## config.mk

```make
export PLATFORM = sky130hd
export DESIGN_NAME = opreg_file
export DESIGN_NICKNAME = d
export VERILOG_FILES = /design/src/rtl/oprf_pkg.sv /design/src/rtl/oprf_decode.sv /design/src/rtl/oprf_store.sv /design/src/rtl/oprf_rdmux.sv /design/src/rtl/opreg_file.sv
export SDC_FILE = /design/constraint.sdc
export NUM_CORES = 1
export LEC_CHECK = 0
export CORE_MARGIN = 2
export CORE_UTILIZATION = 55
export CTS_BUF_LIST = sky130_fd_sc_hd__clkbuf_4
export DETAILED_ROUTE_END_ITERATION = 8
export HOLD_SLACK_MARGIN = 0.03
export MAX_ROUTING_LAYER = met4
export PLACE_DENSITY_LB_ADDON = 0.25
export SLEW_MARGIN = 20
export SYNTH_ARGS = -nofsm -noshare
export SYNTH_HDL_FRONTEND = slang
export SYNTH_SLANG_ARGS = --single-unit
```

## constraint.sdc

```tcl
create_clock -name clk -period 3.9 [get_ports clk]
set_clock_uncertainty 0.1 [all_clocks]
set_input_delay 0.39 -clock clk [delete_from_list [all_inputs] [get_ports clk]]
set_output_delay 0.39 -clock clk [all_outputs]
set_load 0.01 [all_outputs]
```

## src/rtl/oprf_pkg.sv

```systemverilog
package oprf_pkg;

    localparam int CODE_W   = 8;
    localparam int NUM_GP   = 4;
    localparam int NUM_IX   = 4;
    localparam int NUM_REGS = NUM_GP + NUM_IX;
    localparam int IDX_W    = $clog2(NUM_REGS);

    localparam int WORD_BASE = 0;
    localparam int LO_BASE   = WORD_BASE + NUM_REGS;
    localparam int HI_BASE   = LO_BASE + NUM_GP + 1;

    typedef enum logic [1:0] {
        K_WORD = 2'd0,
        K_LO   = 2'd1,
        K_HI   = 2'd2,
        K_BAD  = 2'd3
    } kind_e;

    typedef struct packed {
        kind_e             kind;
        logic [IDX_W-1:0]  idx;
    } sel_t;

    function automatic sel_t decode_code(input logic [CODE_W-1:0] code);
        sel_t s;
        int   c;
        c = int'(code);
        s.kind = K_BAD;
        s.idx  = '0;
        if (c >= WORD_BASE && c < WORD_BASE + NUM_REGS) begin
            s.kind = K_WORD;
            s.idx  = IDX_W'(c - WORD_BASE);
        end else if (c >= LO_BASE && c < LO_BASE + NUM_GP) begin
            s.kind = K_LO;
            s.idx  = IDX_W'(c - LO_BASE);
        end else if (c >= HI_BASE && c < HI_BASE + NUM_GP) begin
            s.kind = K_HI;
            s.idx  = IDX_W'(c - HI_BASE);
        end
        return s;
    endfunction

endpackage

```

## src/rtl/oprf_decode.sv

```systemverilog
module oprf_decode
    import oprf_pkg::*;
(
    input  logic [CODE_W-1:0] code,
    output sel_t              sel
);
    always_comb sel = decode_code(code);
endmodule

```

## src/rtl/oprf_store.sv

```systemverilog
module oprf_store #(
    parameter int DATA_W = 16,
    parameter int NREG   = 8
) (
    input  logic                          clk,
    input  logic                          rst,
    input  logic [NREG-1:0]               we_lo,
    input  logic [NREG-1:0]               we_hi,
    input  logic [DATA_W/2-1:0]           byte_lo,
    input  logic [DATA_W/2-1:0]           byte_hi,
    output logic [NREG-1:0][DATA_W-1:0]   regs
);
    localparam int HALF = DATA_W / 2;

    for (genvar g = 0; g < NREG; g++) begin : g_reg
        always_ff @(posedge clk) begin
            if (rst)
                regs[g][HALF-1:0] <= '0;
            else if (we_lo[g])
                regs[g][HALF-1:0] <= byte_lo;
        end
        always_ff @(posedge clk) begin
            if (rst)
                regs[g][DATA_W-1:HALF] <= '0;
            else if (we_hi[g])
                regs[g][DATA_W-1:HALF] <= byte_hi;
        end
    end
endmodule

```

## src/rtl/oprf_rdmux.sv

```systemverilog
module oprf_rdmux
    import oprf_pkg::*;
#(
    parameter int DATA_W = 16,
    parameter int NREG   = 8
) (
    input  logic [NREG-1:0][DATA_W-1:0] regs,
    input  sel_t                        sel,
    output logic [DATA_W-1:0]           data,
    output logic                        bad
);
    localparam int HALF = DATA_W / 2;

    logic [DATA_W-1:0] word;

    always_comb begin
        word = regs[sel.idx];
        bad  = 1'b0;
        data = '0;
        unique case (sel.kind)
            K_WORD: data = word;
            K_LO:   data = {{HALF{1'b0}}, word[HALF-1:0]};
            K_HI:   data = {{HALF{1'b0}}, word[DATA_W-1:HALF]};
            default: bad = 1'b1;
        endcase
    end
endmodule

```

## src/rtl/opreg_file.sv

```systemverilog
module opreg_file
    import oprf_pkg::*;
#(
    parameter int DATA_W = 16
) (
    input  logic                clk,
    input  logic                rst,
    input  logic [CODE_W-1:0]   rd_code,
    output logic [DATA_W-1:0]   rd_data,
    output logic                rd_bad,
    input  logic                wr_en,
    input  logic [CODE_W-1:0]   wr_code,
    input  logic [DATA_W-1:0]   wr_data,
    output logic                wr_bad
);
    localparam int HALF = DATA_W / 2;

    sel_t rd_sel;
    sel_t wr_sel;
    logic [NUM_REGS-1:0]              we_lo;
    logic [NUM_REGS-1:0]              we_hi;
    logic [HALF-1:0]                  byte_lo;
    logic [HALF-1:0]                  byte_hi;
    logic [NUM_REGS-1:0][DATA_W-1:0]  regs;

    oprf_decode u_rd_dec (.code(rd_code), .sel(rd_sel));
    oprf_decode u_wr_dec (.code(wr_code), .sel(wr_sel));

    always_comb begin
        we_lo   = '0;
        we_hi   = '0;
        byte_lo = wr_data[HALF-1:0];
        byte_hi = wr_data[DATA_W-1:HALF];
        wr_bad  = 1'b0;
        if (wr_en) begin
            unique case (wr_sel.kind)
                K_WORD: begin
                    we_lo[wr_sel.idx] = 1'b1;
                    we_hi[wr_sel.idx] = 1'b1;
                end
                K_LO: we_lo[wr_sel.idx] = 1'b1;
                K_HI: begin
                    we_hi[wr_sel.idx] = 1'b1;
                    byte_hi = wr_data[HALF-1:0];
                end
                default: wr_bad = 1'b1;
            endcase
        end
    end

    oprf_store #(.DATA_W(DATA_W), .NREG(NUM_REGS)) u_store (
        .clk(clk), .rst(rst), .we_lo(we_lo), .we_hi(we_hi),
        .byte_lo(byte_lo), .byte_hi(byte_hi), .regs(regs)
    );

    oprf_rdmux #(.DATA_W(DATA_W), .NREG(NUM_REGS)) u_rdmux (
        .regs(regs), .sel(rd_sel), .data(rd_data), .bad(rd_bad)
    );
endmodule

```

**Yosys cells after proc, flatten, opt, wreduce, memory -nomap -nowiden**

Cells that the tools add are included.

- Bits in registers: 128
- Bits of input ports: 35
- Output and inout port bits: 18
- Logic and storage cells: 68

- Add/subtract/negate cells: 4
- Magnitude comparators: 13
- Equality and inequality tests: 4
- Mux-type cells: 20
- Reduce and logical (&&, ||, !) cells: 11

Operators with widths:

| cell | number |
|---|---|
| $bmux W16 S3 | 1 |
| $mux W8 | 6 |
| $pmux W16 S3 | 1 |
| $ge A8 B4 Y1 const B | 4 |
| $lt A8 B4 Y1 const B | 4 |
| $mux W5 | 4 |
| $lt A8 B5 Y1 const B | 2 |
| $mux W16 | 1 |
| $lt A3 B4 Y1 const B | 2 |
| $mux W4 | 2 |
| $reduce_or A3 Y1 | 2 |
| $sub A3 B1 Y3 const B | 2 |
| $sub A3 B3 Y3 const B | 2 |
| $logic_and A1 B1 Y1 | 5 |
| $eq A2 B1 Y1 const B | 2 |
| $eq A2 B2 Y1 const B | 2 |
| $logic_not A2 Y1 | 2 |
| $mux W1 | 4 |
| $reduce_or A2 Y1 | 2 |
| $demux W1 S3 | 1 |
| $ge A3 B1 Y1 const B | 1 |

**Depth between registers and ports, before layout**

Gate-level depths: netlist (run 1).

- Word-level depth: 11
- Mapped depth: 10
- Mapped depth without buffers: 8

**Hierarchy**

From an unflattened synthesis (run 1), not the netlist that was laid out.

- Cell total of the unflattened synthesis: 609
- Area total of the unflattened synthesis: 6404.9 sq um

By module, submodules not included:

| module | times used | cells an instance | area an instance (sq um) | sequential area each (sq um) |
|---|---|---|---|---|
| oprf_store | 1 | 430 | 4708.3 | 2562.5 |
| oprf_rdmux | 1 | 100 | 1124.8 | 0.0 |
| oprf_decode | 2 | 23 | 173.9 | 0.0 |
| opreg_file | 1 | 33 | 224.0 | 0.0 |

**Least setup slack after synthesis (run 1)**

OpenSTA, ideal clock, no wires.

- Path type: input to output
- From: input rd_code[1]
- To: output rd_data[4]
- Arrival: 2.680 ns
- Slack: 0.730 ns
- Stages on the path: 8
- Path through: inv_1 > ha_1 > or4_4 > nor4_2 > nor2_4 > mux2_4 > a2111oi_2 > or3b_1

- Cells in the longest elaborated chain, start to end: 8
- Elaborated cells on any way between the ends: 18
- Classes of those cells: add/sub (2); order compare (5); eq/ne (2); mux (6); reduce/logical (3)

RTL lines:

| element | RTL line | source |
|---|---|---|
| from (decl) | opreg_file.sv:8 | `input logic [CODE_W-1:0] rd_code,` |
| $ge A8 B4 Y1 / $lt A8 B5 Y1 (equally long branches) | oprf_pkg.sv:37 | `end else if (c >= HI_BASE && c < HI_BASE + NUM_GP) begin` |
| $logic_and A1 B1 Y1 | oprf_pkg.sv:37 |  |
| $mux W4 | oprf_pkg.sv:37 |  |
| $mux W5 | oprf_pkg.sv:34 | `end else if (c >= LO_BASE && c < LO_BASE + NUM_GP) begin` |
| $mux W5 (*) | oprf_pkg.sv:31 | `if (c >= WORD_BASE && c < WORD_BASE + NUM_REGS) begin` |
| $bmux W16 S3 | oprf_rdmux.sv:17 | `word = regs[sel.idx];` |
| $mux W16 (implied by the code) | oprf_rdmux.sv:17 |  |
| $pmux W16 S3 (*) | oprf_rdmux.sv:20 | `unique case (sel.kind)` |
| to (decl) | opreg_file.sv:9 | `output logic [DATA_W-1:0] rd_data,` |

Mark *: on every way between the ends. The rest lies on a longest branch, timed or not. The select of a mux whose other input is x is not followed.

**Final worst setup path (run 1)**

- From: input rd_code[7]
- To: output rd_data[5]

Same word-level chain as after synthesis.

==> results summary, run 1 <==
The transition at the pin with the smallest max-transition slack is roughly 1.1 ns. The number of top-level pins is 53. The root buffer cell chosen for the clock tree is sky130_fd_sc_hd__clkbuf_4. For this run, the total global-route usage over all layers was measured as 32.9%. The register name with the most flops is u_store.regs.

The most frequently used flop master after synthesis is sky130_fd_sc_hd__dfxtp_1. After detailed routing, the number of vias per cell comes to 6.19. The final count of pins violating max slew was 0. The register with the most flip-flops in the layout has 128 of them.

The total clock sinks came out at roughly 130. The proportion of register bits with asynchronous set or reset after synthesis came out at 0%. Max-cap violations in this run came to 0.

The endpoint identified for the worst register-to-register timing path is u_store.regs[45]$_SDFFE_PP0P_. Input and output buffers added on the ports amount to 52. The number of detailed-routing iterations run before antenna repair came out at 8. The post-DP HPWL is 14.3 mm. The number of vias in the routed layout came out at 6331. The post-synthesis to final-layout area growth came out at 26.1%. The depth of the most critical reg-to-reg path is 2. The flow ran to the end, and the final reports show no timing, DRC or antenna violations. The chip height came out at about 110 µm.

The post-route netlist has 20.8% of its cells at a drive strength greater than 1. The largest vdd supply drop is 0.264 mV. Following the worst setup path forward leads to its endpoint at rd_data[5]. The count of nets left with antenna violations after detail routing came out at 0. In this run the worst setup path begins at rd_code[7]. For this run, the number of Yosys warnings is 0.

Dividing the detail-routed wire length by the instance count gives about 20 µm. The clock latency on the worst-skew pair came out at roughly 0.59 ns. The startpoint identified for the worst register-to-register timing path is u_store.regs[45]$_SDFFE_PP0P_.

The net total in the final layout is 903. The total power density per cell area came out at between 200 and 300 nW/µm². The largest registers in the layout are u_store.regs x128.

Of all nets on the critical path, the largest fanout is 7. The residual overflow from global routing came out at 0. The largest net degree at the start of global routing is 98. The count of final hold-check violations is 0.

The portion of the clock cycle consumed by the worst path in the final layout is 98.7%. The slack of the worst reg-to-reg path came out at 3.06 ns. The number of antenna violations at the first check in global routing is 1. The worst-case setup slack after placement is -0.432 ns.

Setup violations remaining at the end of the flow were counted as 0. The average cell area after synthesis came out at ~8.9 µm². The total of flip-flops plus latches after synthesis is 128. The horizontal die dimension is 114 µm. The die area came out at 12900 µm². The startpoint class of the critical path is an input pin.

The sequential element share of the synthesized area is 38.8%. Counting I/O delays and the setup requirement, the final critical path takes 3.85 ns. The number of global-route vias before repair is 6163. The congestion estimate from routability-driven global placement came to 0.980. The worst path meets setup with 0.0518 ns of slack. The number of nets handed over by synthesis was 783. The count of placed standard cells including taps came out at 971. In this run, distinct cell masters in the synthesized netlist total 54. Measured against its own limit, the worst slew margin works out to roughly 27%. In this run, synthesis inferred 0 flip-flops with an integrated enable.

The data arrival time of the worst path is 3.36 ns. The effective utilization at floorplan is about 56%. The number of DRC violations after detailed routing is 0. The worst hold-check path type is input pin to flop.

The number of instances in the synthesized netlist is 742. The total design power is 2.45 mW. The first routing iteration left 609 violations. The maximum frequency from static timing analysis is 260 MHz.

The critical path is of the input pin to output pin type. The deepest clock path buffer count is 2. The number of core rows came out at 40.

The clock input transition at the sequential cells of the worst setup and hold paths came out at roughly 0.13 ns. In this run the static leakage power is 2.96 nW. The data required time at the worst endpoint is 3.41 ns. The kind of end point of the critical path is an output pin.

Once layout is complete, the cells apart from fillers number approximately 1000. After floorplanning, the core was sized to cover 11900 µm². TritonCTS built the clock tree. The final routed wirelength across all metal layers is slightly above 20 mm. The cell area after synthesis is 6610 µm². The number of buffers inserted during clock tree synthesis came out at 17.

The first global-routing pass estimated 32.0 mm of wire. The CTS H-tree depth came out at 4.
final cells by class:
type / count / area [µm²]
fill: 935 / 3520
inverter: 5 / 18.8
sequential: 128 / 2560
clock inverter: 15 / 146
multi-input combinational: 554 / 3890
timing repair buffer: 156 / 1400
antenna: 1 / 2.50
tap: 147 / 184
clock buffer: 17 / 128
worst min path at each step:
| stage | cells past startpoint | startpoint | slack, ns | to |
|---|---|---|---|---|
| 6_report | 2 | rst | 0.31 | u_store.regs[10]$_SDFFE_PP0P_ |
| 5_1_grt | 2 | rst | 0.36 | u_store.regs[106]$_SDFFE_PP0P_ |
| 4_1_cts | 2 | rst | 0.30 | u_store.regs[10]$_SDFFE_PP0P_ |
| 3_5_place_dp | 2 | u_store.regs[118]$_SDFFE_PP0P_ | 0.35 | u_store.regs[118]$_SDFFE_PP0P_ |
| 3_3_place_gp | 2 | u_store.regs[100]$_SDFFE_PP0P_ | 0.34 | u_store.regs[100]$_SDFFE_PP0P_ |
| 2_1_floorplan | 2 | u_store.regs[100]$_SDFFE_PP0P_ | 0.34 | u_store.regs[100]$_SDFFE_PP0P_ |
where the power goes:
| part | internal [mW] | total (mW) | switching, mW | leakage, nW |
|---|---|---|---|---|
| logic | 0.0964 | 0.222 | 0.125 | 1.77 |
| registers | 1.31 | 1.31 | 0.00157 | 1.03 |
| clock network | 0.336 | 0.914 | 0.577 | 0.156 |
| total | 1.74 | 2.45 | 0.704 | 2.96 |
per-layer routing:
metal	GRT usage, %	up-vias	share of wire [%]
li1	-	2988	-
met1	41.0	3036	43
met2	52.2	249	48
met3	7.65	58	6.4
met4	12.6	0	3.3
met5	-	-	0
worst max-delay path, cell delays in order:
cell and delay [ns]:
sky130_fd_sc_hd__clkdlybuf4s50_1 0.46, sky130_fd_sc_hd__or3_4 0.39, sky130_fd_sc_hd__a221o_1 0.36, sky130_fd_sc_hd__o21ai_1 0.19, sky130_fd_sc_hd__buf_4 0.19, sky130_fd_sc_hd__a21oi_1 0.07, sky130_fd_sc_hd__nor4_2 0.40, sky130_fd_sc_hd__buf_4 0.18
sky130_fd_sc_hd__or3b_2 0.43, sky130_fd_sc_hd__dlygate4sd2_1 0.29
synth_stat cells (3+ instances only):
cell | number | area share [%]
sky130_fd_sc_hd__dfxtp_1 | 128 | 39
sky130_fd_sc_hd__mux2i_1 | 120 | 18
sky130_fd_sc_hd__nor2_1 | 119 | 6.8
sky130_fd_sc_hd__a211oi_1 | 48 | 5.5
sky130_fd_sc_hd__clkbuf_1 | 42 | 2.4
sky130_fd_sc_hd__a21oi_1 | 40 | 3.0
sky130_fd_sc_hd__nand2_1 | 30 | 1.7
sky130_fd_sc_hd__nand3_1 | 24 | 1.8
sky130_fd_sc_hd__o211ai_1 | 21 | 2.4
sky130_fd_sc_hd__o21ai_0 | 21 | 1.6
sky130_fd_sc_hd__o22ai_1 | 19 | 1.8
sky130_fd_sc_hd__buf_2 | 11 | 0.83
sky130_fd_sc_hd__a31oi_1 | 10 | 0.95
sky130_fd_sc_hd__and3b_1 | 9 | 1.2
sky130_fd_sc_hd__mux2_2 | 9 | 1.5
sky130_fd_sc_hd__nor3_1 | 8 | 0.61
sky130_fd_sc_hd__nor3_2 | 7 | 1.1
sky130_fd_sc_hd__a22o_1 | 6 | 0.79
sky130_fd_sc_hd__ha_1 | 6 | 1.1
sky130_fd_sc_hd__nor4_1 | 6 | 0.57
sky130_fd_sc_hd__inv_1 | 5 | 0.28
sky130_fd_sc_hd__or3_1 | 4 | 0.38
sky130_fd_sc_hd__or3b_2 | 4 | 0.53
sky130_fd_sc_hd__nand4bb_1 | 3 | 0.51
sky130_fd_sc_hd__nor2b_1 | 3 | 0.28
sky130_fd_sc_hd__o31a_1 | 3 | 0.40
cell families (layout without fill, tap and decap cells):
family | Yosys count | after routing | synth area share (%)
buf+inv | 60 | 193 | 3.73
compound gates | 185 | 185 | 19.0
xor+xnor | 1 | 1 | 0.132
other cells | 0 | 1 | 0
mux | 130 | 130 | 19.9
fa+ha+maj | 6 | 6 | 1.14
simple gates | 232 | 232 | 17.3
flops | 128 | 128 | 38.8
stage by stage:
stage                     setup TNS [ns]  utilization (%)  hold WS (ns)  instance area [µm²]
final                                  0             70.3         0.312                 8340
after global routing             -0.0291             70.3         0.359                 8340
after CTS                              0             69.1         0.301                 8200
after detailed placement           -3.77             65.8         0.346                 7810
after global placement             -3.35             65.8         0.341                 7810
after floorplan                        0                -         0.336                 6610
layout by cell type (no fill, tap or decap), drive strengths merged, types with 6 or more instances in the layout:
cell,instances
nor3,15
mux2,10
mux2i,120
a31oi,10
dlygate4sd2,9
clkdlybuf4s50,39
dfxtp,128
ha,6
a22o,6
o22ai,19
buf,106
and3b,9
nor2,120
clkbuf,17
inv,14
o21ai,23
a211oi,48
nand2,30
nand3,24
o211ai,21
a21oi,40
nor4,7
repair_timing:
| item | in CTS | in global routing |
|---|---|---|
| buffers inserted | 6 | 13 |
| gates resized for setup | 28 | 7 |
| endpoints found under the setup margin | 16 | 13 |
| hold buffers | 0 | 0 |
| pin swaps | 8 | 7 |
| endpoints found under the hold margin | 0 | 0 |
(Power assumes the default switching activity.)
==> run 2, diff against run 1 <==
--- a/config.mk
+++ b/config.mk
@@ -12,6 +12,7 @@
 export HOLD_SLACK_MARGIN = 0.03
 export MAX_ROUTING_LAYER = met4
 export PLACE_DENSITY_LB_ADDON = 0.25
+export REMOVE_ABC_BUFFERS = 1
 export SLEW_MARGIN = 20
 export SYNTH_ARGS = -nofsm -noshare
 export SYNTH_HDL_FRONTEND = slang
==> run 2 against run 1 <==
Effect of this change:
- final area shrank 0.17%
- first-iteration DRC count down 21%
- setup slack better by 0.054 ns
- critical path type unchanged
- clock-buffer cell count unchanged
- global-route usage down 0.88 points
- critical path depth stayed put
- sequential power is essentially flat
- non-clock buffer count decreased by 15
==> results summary, run 2 (same netlist as run 1, synthesis figures left out) <==
The library cell used most frequently in the layout, excluding fill and tap cells, is sky130_fd_sc_hd__dfxtp_1. The number of non-filler instances in the completed layout came out at 1007 (-1.6%). The max-cap violation count is 0 (unchanged). The number of global-route vias before repair came out at 6108 (-0.89%). The path class of the tightest hold or removal check is input pin to flop. The effective utilization at floorplan is 55.7% (unchanged). The hold slack came out at 0.321 ns (+0.00906 ns). The count of placed standard cells including taps came to 968 (-0.31%). In this design, the largest share of critical-path delay is due to simple AND/OR/NAND/NOR gates. The total clock sinks came out at 128 (unchanged). The number of DRC violations after detailed routing is 0 (unchanged). The number of top-level pins came out at 53 (unchanged).

The CTS H-tree depth was 4 (unchanged). The reported net switching power is 0.691 mW (-1.9%). Setup repair after global routing could not meet its margin everywhere. The residual overflow from global routing is 0 (unchanged). The clock input transition at the sequential cells of the worst setup and hold paths is 0.12 ns (about the same). The global-route wire length before repair is 31.3 mm (-2.2%). The post-route minimum period is 3.79 ns (-0.0543 ns). The transition at the pin with the smallest max-transition slack was 1.00 ns (-0.0866 ns).

The via density per instance is 6.15 (-0.61%). The power share of the combinational group is 9.0% (about the same). The clock share of power is 37.0% (-0.3 points).

The mean routed wirelength per cell was 19.4 µm (-3.1%). The largest vdd supply drop came out at 0.342 mV (+29%). The number of antenna violations at the first check in global routing was 0 (-1). The worst setup path is of the input pin to output pin kind.

The data arrival time of the worst path is 3.30 ns (-0.06 ns). The largest net degree at the start of global routing came out at 101 (+3.1%). The total power density per cell area is 292 nW/µm² (-0.58%). The number of detailed-routing iterations run before antenna repair is 5 (-3).

The number of buffers inserted by hold repair at cts was 0 (unchanged). The post-synthesis to final-layout area growth came out at 25.9%. The number of DRC markers in iteration 0 is 479 (-21%). The total global-route track usage came out at 32.0% (-0.88 points). The internal power consumption is 1.74 mW (-0.30%). Walking the worst path, the cells encountered are clkdlybuf4s50_1, or4_4, nor4_4, buf_4, nor2_4, buf_6, mux2i_2, o22ai_1, or4_1, dlygate4sd2_1. The slowest stage of the critical path is the sky130_fd_sc_hd__or4_4 cell. The clock latency on the worst-skew pair is 0.56 ns (-0.03 ns). The horizontal die dimension came out at 114 µm (unchanged). The count of port buffers added during placement is 52 (unchanged).

The number of buffer and inverter instances along the worst setup path came to 4 (unchanged). The kind of end point of the critical path is an output pin. The post-DP HPWL came out at 13.4 mm (-6.2%). In the layout the commonest cells are 128 x sky130_fd_sc_hd__dfxtp_1, 118 x sky130_fd_sc_hd__nor2_1, 116 x sky130_fd_sc_hd__mux2i_1.

The utilization after layout is 70.2% (-0.12 points). The number of buffers inserted during clock tree synthesis came out at 17 (unchanged). The largest fanout of any net on the critical path came to 9 (+2). The clock tree from TritonCTS is yes. The flow ran to the end, and the final reports show no timing, DRC or antenna violations.

The number of inserted diodes is 0 (-1). The switching portion of total power came out at 28.5% (-0.32 points). The final count of pins violating max slew is 0 (unchanged). The chip height came out at 114 µm (unchanged). The flip-flop count of the largest register after layout is 128 (unchanged). The final routed wirelength across all metal layers came out at 19.5 mm (-4.7%). The data required time at the worst endpoint came out at 3.41 ns (about the same). The die area came out at 12900 µm² (unchanged). The portion of the clock cycle consumed by the worst path in the final layout came to 97.3% (-1.4 points). The remaining max-slew budget at the tightest pin came out at 33.0% (+6.2 points). In this run the clock root is driven by a sky130_fd_sc_hd__clkbuf_4. The number of core rows came out at 40 (unchanged). The count of final hold-check violations came out at 0 (unchanged). The number of filler cells placed in the layout came to 953 (+1.9%). The count of endpoints failing setup in the final report is 0 (unchanged). The fraction of layout cells with a size suffix above 1 came out at 20.9% (+0.13 points). The deepest clock path buffer count is 2 (unchanged). The area of the core is 11900 µm² (unchanged). The total design power is 2.43 mW (-0.75%). The number of vias in the routed layout came to 6194 (-2.2%). The share of power burned in registers came to 54.0% (+0.4 points). The register name with the most flops is u_store.regs. The maximum frequency from static timing analysis came out at 264 MHz (+1.4%). The leakage power came out at 2.92 nW (-1.2%). The startpoint class of the critical path is an input pin.

The final weighted congestion in routability-driven placement is 0.910 (-7.1%). The net total in the final layout was 888 (-1.7%). The final-layout setup total negative slack is 0 ns (unchanged). In the final layout, the registers with the most flip-flops are u_store.regs x128. The count of nets left with antenna violations after detail routing is 0 (unchanged). The maximum single-stage delay on the critical path came out at 0.60 ns (+0.14 ns).
[run 2: cell count changes in the layout (fill, tap and decap cells not counted), sizes merged, moves of 2 or more]
cell           before  now
clkinvlp            0    4
clkdlybuf4s15       0    2
dlygate4sd2         9    5
clkdlybuf4s50      39   36
buf               106   93
dlymetal6s2s        2    5
inv                14   11
[run 2: cell type report]
cell class              count  area, µm²  area share [%]
clock buffers              17        128            1.53
clock inverters            15        149            1.79
inverters                   5       18.8           0.225
multi-input cells         554       3980            47.8
flip-flops and latches    128       2560            30.8
well taps                 147        184            2.21
repair buffers            141       1300            15.7
[run 2: metrics by stage]
stage	cell area [µm²]	worst slack, ns
6_report	8320	0.106
5_1_grt	8320	-0.0138
4_1_cts	8220	0.0570
3_5_place_dp	7830	-0.479
3_3_place_gp	7830	-0.511
2_1_floorplan	6380	-1.49
[run 2: worst paths after layout]
| kind | slack, ns | endpoint | cells after the start | startpoint |
|---|---|---|---|---|
| worst max-delay path | 0.11 | rd_data[0] | 10 | rd_code[7] |
| worst min-delay path | 0.32 | u_store.regs[36]$_SDFFE_PP0P_ | 2 | rst |
| worst max register to register | 3.04 | u_store.regs[27]$_SDFFE_PP0P_ | 2 | u_store.regs[27]$_SDFFE_PP0P_ |
| worst min register to register | 0.37 | u_store.regs[97]$_SDFFE_PP0P_ | 2 | u_store.regs[97]$_SDFFE_PP0P_ |
[run 2: per-layer routing]
metal	GRT usage (%)	vias up	part of all wire (%)
met2	51.2	230	47
met4	12.8	0	3.1
met3	8.18	45	6.8
met5	-	-	0
met1	38.9	2958	43
li1	-	2961	-
[run 2: power by group through the flow]
stage               registers (mW)  clock network [mW]  logic, mW
floorplan                     1.34                   0     0.0770
global placement              1.34                   0      0.198
detailed placement            1.34                   0      0.202
CTS                           1.31               0.916      0.209
global route                  1.31               0.971      0.232
finish                        1.31               0.899      0.218
[run 2: repair_timing]
item                       CTS  global route
gates cloned                 0             0
pin swaps                    9             9
gates resized for setup     32            25
setup endpoints to repair   16            12
buffers inserted             7             0
